<file path="src/rtl/flag_alu.sv">
module flag_alu #(
  parameter int WIDTH = 8
) (
  input  logic [3:0]       op,
  input  logic [WIDTH-1:0] reg_in,
  input  logic [WIDTH-1:0] mem_in,
  input  logic             carry_in,
  output logic [WIDTH-1:0] result,
  output logic             res_we,
  output logic             n_out,
  output logic             n_we,
  output logic             z_out,
  output logic             z_we,
  output logic             c_out,
  output logic             c_we,
  output logic             v_out,
  output logic             v_we
);
  localparam int S = WIDTH - 1;
  localparam logic [3:0] OP_OR = 4'd0, OP_AND = 4'd1, OP_XOR = 4'd2, OP_LD = 4'd3,
                         OP_ADD = 4'd4, OP_SUB = 4'd5, OP_CMP = 4'd6, OP_BIT = 4'd7,
                         OP_INC = 4'd8, OP_DEC = 4'd9, OP_SHL = 4'd10, OP_SHR = 4'd11,
                         OP_ROL = 4'd12, OP_ROR = 4'd13;

  logic [WIDTH:0]   sum;
  logic [WIDTH-1:0] res;
  logic             nz_from_res;
  logic             n_alt, z_alt;

  // Add, subtract and compare share one adder; subtraction adds the complement.
  always_comb begin
    case (op)
      OP_ADD:  sum = {1'b0, reg_in} + {1'b0, mem_in}  + {{WIDTH{1'b0}}, carry_in};
      OP_SUB:  sum = {1'b0, reg_in} + {1'b0, ~mem_in} + {{WIDTH{1'b0}}, carry_in};
      OP_CMP:  sum = {1'b0, reg_in} + {1'b0, ~mem_in} + {{WIDTH{1'b0}}, 1'b1};
      default: sum = '0;
    endcase
  end

  always_comb begin
    res         = '0;
    res_we      = 1'b0;
    nz_from_res = 1'b0;
    n_alt       = 1'b0;
    z_alt       = 1'b0;
    n_we        = 1'b0;
    z_we        = 1'b0;
    c_out       = 1'b0;
    c_we        = 1'b0;
    v_out       = 1'b0;
    v_we        = 1'b0;
    case (op)
      OP_OR, OP_AND, OP_XOR, OP_LD: begin
        case (op)
          OP_OR:   res = reg_in | mem_in;
          OP_AND:  res = reg_in & mem_in;
          OP_XOR:  res = reg_in ^ mem_in;
          default: res = mem_in;
        endcase
        res_we = 1'b1; nz_from_res = 1'b1;
      end
      OP_ADD: begin
        res    = sum[S:0];
        res_we = 1'b1; nz_from_res = 1'b1;
        c_out  = sum[WIDTH]; c_we = 1'b1;
        v_out  = (reg_in[S] == mem_in[S]) && (sum[S] != reg_in[S]); v_we = 1'b1;
      end
      OP_SUB: begin
        res    = sum[S:0];
        res_we = 1'b1; nz_from_res = 1'b1;
        c_out  = sum[WIDTH]; c_we = 1'b1;
        v_out  = (reg_in[S] != mem_in[S]) && (sum[S] != reg_in[S]); v_we = 1'b1;
      end
      OP_CMP: begin
        n_alt = sum[S];
        z_alt = (reg_in == mem_in);
        c_out = sum[WIDTH]; c_we = 1'b1;
      end
      OP_BIT: begin
        n_alt = mem_in[S];
        z_alt = ((reg_in & mem_in) == '0);
        v_out = mem_in[S-1]; v_we = 1'b1;
      end
      OP_INC, OP_DEC: begin
        res    = (op == OP_INC) ? mem_in + 1'b1 : mem_in - 1'b1;
        res_we = 1'b1; nz_from_res = 1'b1;
      end
      OP_SHL, OP_ROL: begin
        res    = {mem_in[S-1:0], (op == OP_ROL) ? carry_in : 1'b0};
        res_we = 1'b1; nz_from_res = 1'b1;
        c_out  = mem_in[S]; c_we = 1'b1;
      end
      OP_SHR, OP_ROR: begin
        res    = {(op == OP_ROR) ? carry_in : 1'b0, mem_in[S:1]};
        res_we = 1'b1; nz_from_res = 1'b1;
        c_out  = mem_in[0]; c_we = 1'b1;
      end
      default: ;
    endcase
    if (op == OP_CMP || op == OP_BIT) begin
      n_we = 1'b1; z_we = 1'b1;
    end else if (nz_from_res) begin
      n_we = 1'b1; z_we = 1'b1;
    end
  end

  assign result = res;
  assign n_out  = nz_from_res ? res[S] : n_alt;
  assign z_out  = nz_from_res ? (res == '0) : z_alt;
endmodule


</file>
<file path="config.mk">
export PLATFORM = sky130hd
export DESIGN_NAME = flag_alu
export DESIGN_NICKNAME = d
export VERILOG_FILES = /design/src/rtl/flag_alu.sv
export SDC_FILE = /design/constraint.sdc
export NUM_CORES = 1
export LEC_CHECK = 0
export ABC_AREA = 1
export ABC_CLOCK_PERIOD_IN_PS = 4600
export BUFFER_PORTS_ARGS = -buffer_cell sky130_fd_sc_hd__buf_2
export CAP_MARGIN = 20
export CORE_ASPECT_RATIO = 1.4
export CORE_MARGIN = 1
export CORE_UTILIZATION = 50
export DETAILED_ROUTE_END_ITERATION = 8
export GPL_TIMING_DRIVEN = 0
export PLACE_DENSITY = 0.72
export SYNTH_ARGS = -nofsm -noshare
export SYNTH_HDL_FRONTEND = slang
export SYNTH_SLANG_ARGS = --single-unit
</file>
<file path="constraint.sdc">
create_clock -name vclk -period 4.6
set_input_delay 0.23 -clock vclk [all_inputs]
set_output_delay 0.23 -clock vclk [all_outputs]
set_load 0.05 [all_outputs]
</file>
==> run_results.csv, run 1 <==
group,metric,value,unit
floorplan,die_y,82.5,µm
synthesis,synth_cell_type_count,35,
place,dp_slack,1.39,ns
power_and_ir_drop,ir_drop,0.0897,mV
synthesis,syn_area,2320,µm²
worst_setup_path,worst_path_largest_cell_delay,0.42,ns
worst_setup_path,crit_path_end_kind,"output port",
floorplan,die_x,59.5,µm
routing,viasPerCell,5.42,
grt,grt_pass1_wl,11.5,mm
routing,antenna_left,0,
run,max_cap_viol_count,0,
grt,antenna_found_initial,0,
floorplan,core,4340,µm²
hold_path,hp-class,"input port to output port",
timing,setup_slack,1.38,ns
floorplan,io_pins,38,
timing,final.setup.tns,0,ns
floorplan,rows,28,
clock_tree,ctsResizeCount,0,
worst_setup_path,crit_fanout,7,
timing,slew_headroom,0.597,
worst_setup_path,critPathKind,"input port to output port",
final_layout,final_common_cell,"nand2_1",
routing,drt-total-wl,7.10,mm
routing,drt_iter0_markers,135,
place,port_buffers,36,
routing,wl_per_cell,13.8,µm
grt,track_usage,0.302,
final_layout,multi_input_area,1950,µm²
final_layout,final_cell_mix,"100 x nand2_1, 67 x inv_1, 48 x nor2_1, 42 x nand3_1, 36 x buf_2",
final_layout,regArea,0,µm²
timing,min_period,3.22,ns
timing,hold_viol,0,
worst_setup_path,crit_slowest_cell,"fa_1",
timing,rsz0062_at_grt,"no",
timing,fmax,311,MHz
synthesis,syn_nets,477,
power_and_ir_drop,power,0.343,mW
worst_setup_path,path_cells,"buf_2 -> inv_1 -> ha_1 -> inv_1 -> fa_1 -> inv_1 -> ha_1 -> nand3_1 -> inv_1 -> nand3_1 -> nor2_1 -> nand3_1 -> nand3_1 -> nand2_1 -> a21oi_1 -> nand3_1 -> nand2_1 -> buf_2",
place,dp.cells,516,
final_layout,nFillCells,510,
routing,drt_first_pass_iters,5,
grt,grt-ovfl-total,0,
place,placed_cell_area,2570,µm²
grt,grt_max_degree,11,
hold_path,min_path_cells,3,
final_layout,diodes,0,
place,place_congestion,0.981,
worst_setup_path,cpMostUsedCell,"nand3_1",
final_layout,seq_cells,0,
power_and_ir_drop,p_per_area,133,nW/µm²
timing,setup_violations,0,
place,dp.final_hpwl,5.98,mm
final_layout,finalInstanceArea,2570,µm²
final_layout,clkbuf_count,0,
final_layout,syn_to_final_growth,11.0,%
timing,period_share,0.700,
floorplan,initial_core_util,0.533,
synthesis,synth_cells,420,
floorplan,die_area,4910,µm²
synthesis,avgSynthCellArea,5.51,µm²
routing,num_vias,2795,
final_layout,finalNonFillerCells,516,
synthesis,yosysWarnings,0,
timing,slew_violations,0,
timing,tightest_slew,0.602,ns
worst_setup_path,critPathLaunchType,"input port",
worst_setup_path,arrival,2.99,ns
worst_setup_path,critPathRequiredTime,4.37,ns
routing,drc,0,
final_layout,fin_util,0.592,
status,status,"finished, final reports clean",
final_layout,drive_above_1_share,0.182,
final_layout,finalNetCount,515,
clock_tree,cts_setup_buffers,0,
timing,fin_hold_ws,0.892,ns
power_and_ir_drop,p_leak,1.45,nW
synthesis,yosysSeqAreaShare,0,
clock_tree,cts_hold_buf,0,
grt,grt_pass1_vias,2511,
## cells in the mapped netlist
library cell | count | share of area
o21ai_0 | 15 | 0.032
o21a_1 | 1 | 0.0032
nand2_1 | 100 | 0.16
o22ai_1 | 7 | 0.019
nand2_4 | 2 | 0.0097
o221ai_1 | 1 | 0.0038
nor2_4 | 3 | 0.015
nor2_1 | 48 | 0.078
a21oi_1 | 24 | 0.052
nor4_1 | 3 | 0.0081
a211oi_1 | 1 | 0.0032
nand2_2 | 11 | 0.030
a21oi_4 | 1 | 0.0070
nor3_1 | 5 | 0.011
nor3_2 | 1 | 0.0043
buf_6 | 4 | 0.019
fa_1 | 4 | 0.035
nand4_1 | 11 | 0.030
nand3_1 | 42 | 0.091
inv_1 | 67 | 0.11
a22oi_1 | 1 | 0.0032
buf_4 | 4 | 0.013
nand3_2 | 3 | 0.013
o21ai_1 | 3 | 0.0065
xor2_1 | 3 | 0.011
ha_1 | 32 | 0.17
clkinv_1 | 1 | 0.0016
o2111ai_1 | 1 | 0.0038
or2_2 | 1 | 0.0027
inv_4 | 1 | 0.0027
a21oi_2 | 3 | 0.011
o21bai_1 | 2 | 0.0065
nand3b_1 | 1 | 0.0032
nor2_2 | 6 | 0.016
inv_2 | 7 | 0.011
## final cells by class
| type | instances | area share |
|---|---|---|
| multi-input cells | 336 | 0.760 |
| inverters | 76 | 0.112 |
| repair buffers | 36 | 0.0701 |
| plain buffers | 8 | 0.0292 |
| well taps | 60 | 0.0292 |
## worst max-delay path, delay by kind of cell
family	cells	cell delay [ns]
AO/OA/AOI/OAI	1	0.20
adder cells (fa/ha/maj)	3	0.86
buffers and inverters	6	0.91
AND/OR/NAND/NOR	8	0.78
## layer usage
metal,share of wire,up-vias,global-route usage
met5,0,-,0
met4,0.026,0,0.0698
met3,0.049,17,0.0125
met2,0.50,100,0.562
met1,0.43,1248,0.375
li1,-,1430,-
## path summary, 6_finish.rpt
check,to,from,slack (ns)
setup / recovery,z_out,mem_in[0],1.38
hold / removal,n_we,op[1],0.89
## where the power goes
group / leakage (nW) / switching (mW) / internal, mW
registers: 0 / 0 / 0
clock network: 0 / 0 / 0
logic: 1.45 / 0.239 / 0.104
## cells by family (layout without fill, tap and decap cells)
| logic type | Yosys count | in the layout | share of synthesized area |
|---|---|---|---|
| xor gates and xnor gates | 3 | 3 | 0.0113 |
| and+or+nand+nor | 237 | 237 | 0.473 |
| buffers and inverters | 84 | 120 | 0.157 |
| AOI/OAI and AO/OA | 60 | 60 | 0.152 |
| adders and majority gates | 36 | 36 | 0.207 |
(Power assumes the default switching activity.)
==> inputs of run 2 (changes only) <==
--- a/config.mk
+++ b/config.mk
@@ -5,8 +5,8 @@
 export SDC_FILE = /design/constraint.sdc
 export NUM_CORES = 1
 export LEC_CHECK = 0
-export ABC_AREA = 1
-export ABC_CLOCK_PERIOD_IN_PS = 4600
+export ABC_AREA = 0
+export ABC_CLOCK_PERIOD_IN_PS = 3000
 export BUFFER_PORTS_ARGS = -buffer_cell sky130_fd_sc_hd__buf_2
 export CAP_MARGIN = 20
 export CORE_ASPECT_RATIO = 1.4
==> constraint.sdc (replaced) <==
create_clock -name vclk -period 3
set_input_delay 0.15 -clock vclk [all_inputs]
set_output_delay 0.15 -clock vclk [all_outputs]
set_load 0.05 [all_outputs]
==> run_results.csv, run 2 <==
group,metric,value,unit
power_and_ir_drop,p_per_area,232,nW/µm²
floorplan,die_x,59.2,µm
timing,setup_violations,0,
timing,min_period,2.94,ns
worst_setup_path,worst_path_largest_cell_delay,0.40,ns
synthesis,yosysWarnings,0,
worst_setup_path,critPathKind,"input port to output port",
synthesis,avgSynthCellArea,7.02,µm²
floorplan,rows,28,
place,dp.final_hpwl,5.86,mm
grt,grt_busiest_layer,"met2",
final_layout,finalNonFillerCells,433,
routing,antenna_left,0,
place,dp_slack,-0.719,ns
grt,track_usage,0.318,
synthesis,synth_top_area_frac,0.175,
timing,rsz0062_at_grt,"yes",
routing,drt-total-wl,7.56,mm
timing,tightest_slew,0.536,ns
final_layout,nFillCells,389,
run,max_cap_viol_count,0,
final_layout,clkbuf_count,0,
worst_setup_path,crit_slowest_cell,"fa_1",
timing,slew_headroom,0.642,
routing,drt_iter0_markers,139,
timing,fin_hold_ws,0.846,ns
final_layout,fin_util,0.688,
place,port_buffers,35,
final_layout,finalNetCount,432,
grt,grt_pass1_vias,2513,
status,status,"finished, final reports clean",
synthesis,synth_top_area_cell,"ha_1",
place,placed_cell_area,2580,µm²
power_and_ir_drop,power,0.688,mW
timing,setup_slack,0.0625,ns
worst_setup_path,path_cells,"clkbuf_2 -> clkbuf_4 -> nand3_4 -> inv_1 -> fa_1 -> nor2b_1 -> o21ai_1 -> a21boi_2 -> mux2i_1 -> o221ai_2 -> a221o_2 -> nor2_1 -> a31o_2 -> buf_8",
grt,grt_max_degree,11,
final_layout,multi_input_area,2290,µm²
final_layout,finalInstanceArea,2960,µm²
worst_setup_path,crit_path_end_kind,"output port",
synthesis,yosysSeqAreaShare,0,
floorplan,io_pins,38,
final_layout,drive_above_1_share,0.306,
final_layout,final_cell_mix,"32 x buf_2, 27 x inv_1, 26 x nor2_1, 26 x ha_1, 22 x nand2_1",
floorplan,core,4310,µm²
grt,gr-usage-met1,0.380,
grt,met3_usage,0.0268,
timing,period_share,0.979,
routing,viasPerCell,6.12,
synthesis,syn_nets,383,
hold_path,holdPathEnd,"v_we",
hold_path,hp-class,"input port to output port",
synthesis,synth_cells,326,
worst_setup_path,critPathLaunchType,"input port",
final_layout,diodes,0,
hold_path,min_from,"op[2]",
power_and_ir_drop,p_leak,1.34,nW
timing,final.setup.tns,0,ns
grt,use_met2,0.583,
hold_path,min_path_cells,4,
routing,num_vias,2652,
synthesis,yosys-top-cells-count,"34 x inv_1, 32 x ha_1, 27 x nor2_1",
timing,hold_viol,0,
final_layout,seq_cells,0,
place,place_congestion,0.937,
worst_setup_path,crit_fanout,10,
grt,grt-ovfl-total,0,
place,dp.cells,421,
final_layout,regArea,0,µm²
worst_setup_path,critPathRequiredTime,2.85,ns
synthesis,netlist_top_cells_area,"ha_1 18%, inv_1 5.6%, nor2_1 4.4%",
grt,antenna_found_initial,0,
power_and_ir_drop,ir_drop,0.150,mV
floorplan,die_y,82.0,µm
worst_setup_path,arrival,2.79,ns
routing,drt_first_pass_iters,5,
final_layout,syn_to_final_growth,29.6,%
floorplan,initial_core_util,0.531,
final_layout,final_common_cell,"buf_2",
synthesis,synth_cell_type_count,62,
floorplan,die_area,4850,µm²
synthesis,yosysMostFrequentCell,"inv_1",
clock_tree,cts_hold_buf,0,
synthesis,syn_area,2290,µm²
grt,grt_pass1_wl,11.9,mm
timing,fmax,340,MHz
routing,wl_per_cell,17.5,µm
timing,slew_violations,0,
routing,drc,0,
==> run 2: power by group <==
group	switching (mW)	total, mW	internal, mW	leakage (nW)
sequential	0	0	0	0
clock	0	0	0	0
combinational	0.412	0.688	0.276	1.34
==> run 2: worst max-delay path, delay by kind of cell <==
kind,cells,cell delay [ns]
buffers and inverters,4,0.61
and+or+nand+nor,3,0.38
AOI/OAI and AO/OA,5,0.99
adders and majority gates,1,0.40
muxes,1,0.26
==> run 2: repair_timing <==
action / CTS / global route
endpoints found under the setup margin: 8 / 5
gates resized for setup: 40 / 40
setup buffers: 5 / 8
pin swaps: 15 / 11
==> run 2: cells by family after synthesis <==
kind of cell,count (synthesis),share of synthesized area
and+or+nand+nor,109,0.249
muxes,13,0.0799
xor gates and xnor gates,21,0.0804
buffers and inverters,53,0.0946
adders and majority gates,36,0.210
AOI/OAI and AO/OA,94,0.286
==> run 2: final cells by class <==
cell class                 instances  share of cell area
tap                               60              0.0253
multi-input combinational        273               0.772
inverter                          35              0.0494
buffer                            17              0.0481
timing repair buffer              48               0.105
==> run 2: how the worst max path moves through the flow <==
| stage | from | slack [ns] | depth (start not counted) | endpoint |
|---|---|---|---|---|
| 3_5_place_dp | op[0] | -0.72 | 13 | z_out |
| 2_1_floorplan | op[1] | -0.39 | 14 | z_out |
| 3_3_place_gp | op[0] | -0.73 | 13 | z_out |
| 5_1_grt | mem_in[1] | -0.09 | 12 | v_out |
| 6_report | op[3] | 0.06 | 14 | z_out |
| 4_1_cts | mem_in[0] | 0.002 | 15 | z_out |
==> run 2: routing by layer <==
layer / wire length (µm) / up-vias
met5: 0 / -
met4: 175 / 0
met3: 449 / 20
met2: 3920 / 121
met1: 3020 / 1238
li1: - / 1273
==> inputs of run 3 (changes only) <==
--- a/config.mk
+++ b/config.mk
@@ -5,7 +5,6 @@
 export SDC_FILE = /design/constraint.sdc
 export NUM_CORES = 1
 export LEC_CHECK = 0
-export ABC_AREA = 0
 export ABC_CLOCK_PERIOD_IN_PS = 3000
 export BUFFER_PORTS_ARGS = -buffer_cell sky130_fd_sc_hd__buf_2
 export CAP_MARGIN = 20
@@ -15,6 +14,7 @@
 export DETAILED_ROUTE_END_ITERATION = 8
 export GPL_TIMING_DRIVEN = 0
 export PLACE_DENSITY = 0.72
+export RECOVER_POWER = 50
 export SYNTH_ARGS = -nofsm -noshare
 export SYNTH_HDL_FRONTEND = slang
 export SYNTH_SLANG_ARGS = --single-unit
==> run_results.csv, run 3 (synthesis gave the netlist of run 2 again) <==
group,metric,value,unit
status,status,"finished, final reports clean",
grt,grt_pass1_vias,2513,
timing,fmax,340,MHz
hold_path,hp-class,"input port to output port",
routing,viasPerCell,6.12,
place,placed_cell_area,2580,µm²
routing,num_vias,2650,
worst_setup_path,critPathRequiredTime,2.85,ns
floorplan,core,4310,µm²
worst_setup_path,crit_path_start,"mem_in[1]",
hold_path,min_path_cells,4,
final_layout,diodes,0,
power_and_ir_drop,p_per_area,232,nW/µm²
worst_setup_path,critPathLaunchType,"input port",
floorplan,die_y,82.0,µm
floorplan,initial_core_util,0.531,
final_layout,regArea,0,µm²
place,dp.cells,421,
final_layout,final_cell_mix,"27 x buf_2, 27 x inv_1, 26 x nor2_1, 26 x ha_1, 22 x nand2_1",
floorplan,rows,28,
run,max_cap_viol_count,0,
hold_path,min_from,"mem_in[6]",
final_layout,finalNonFillerCells,433,
grt,grt_pass1_wl,11.9,mm
worst_setup_path,crit_path_end_kind,"output port",
final_layout,drive_above_1_share,0.292,
timing,slew_headroom,0.597,
power_and_ir_drop,ir_drop,0.150,mV
timing,hold_viol,0,
final_layout,seq_cells,0,
timing,period_share,0.982,
final_layout,finalNetCount,432,
final_layout,finalInstanceArea,2960,µm²
place,dp_slack,-0.719,ns
floorplan,die_area,4850,µm²
grt,grt_max_degree,11,
floorplan,die_x,59.2,µm
place,place_congestion,0.937,
clock_tree,cts_hold_buf,0,
worst_setup_path,crit_fanout,6,
floorplan,io_pins,38,
power_and_ir_drop,p_leak,1.33,nW
final_layout,syn_to_final_growth,29.3,%
worst_setup_path,cp-endpoint,"v_out",
routing,wl_per_cell,17.4,µm
routing,drc,0,
routing,drt_iter0_markers,164,
final_layout,clkbuf_count,0,
routing,drt-total-wl,7.52,mm
grt,track_usage,0.318,
grt,grt-ovfl-total,0,
routing,antenna_left,0,
worst_setup_path,critPathKind,"input port to output port",
timing,min_period,2.94,ns
place,port_buffers,35,
worst_setup_path,arrival,2.79,ns
grt,antenna_found_initial,0,
timing,setup_violations,0,
timing,slew_violations,0,
timing,fin_hold_ws,0.840,ns
final_layout,fin_util,0.686,
routing,drt_first_pass_iters,7,
timing,setup_slack,0.0552,ns
timing,tightest_slew,0.607,ns
timing,final.setup.tns,0,ns
power_and_ir_drop,power,0.686,mW
timing,rsz0062_at_grt,"yes",
place,dp.final_hpwl,5.86,mm
## run 3: worst min-delay path by stage
stage             to
2_1_floorplan  v_out
3_3_place_gp   v_out
3_5_place_dp   v_out
4_1_cts        v_out
5_1_grt         v_we
6_report       v_out
## run 3: cell type report
type	instances	area [µm²]
fill	391	1350
buffer	17	141
tap	60	75.1
multi-input combinational	273	2290
timing repair buffer	48	305
inverter	35	146
## run 3: where the power goes
group / switching, mW / internal, mW / total [mW]
registers: 0 / 0 / 0
clock network: 0 / 0 / 0
logic: 0.412 / 0.274 / 0.686
total: 0.412 / 0.274 / 0.686
## run 3: routing by layer
| layer | vias to the layer above | wire, µm | global-route usage |
|---|---|---|---|
| met3 | 21 | 512 | 0.0268 |
| met2 | 125 | 3870 | 0.583 |
| met5 | - | 0 | 0 |
| met1 | 1231 | 2950 | 0.380 |
| li1 | 1273 | - | - |
| met4 | 0 | 188 | 0.107 |
## run 3: what timing repair did
action	CTS	global route
setup buffers	5	8
setup endpoints to repair	8	5
pin swaps	15	11
resized for setup	40	40
## run 3: critical path: stages
cell	delay [ns]
clkbuf_4	0.17
inv_2	0.09
ha_1	0.20
or2_1	0.25
o2111a_1	0.26
a211oi_2	0.28
nor4b_4	0.32
a21boi_2	0.15
nor2_4	0.15
mux2_2	0.34
a32oi_1	0.19
buf_4	0.22
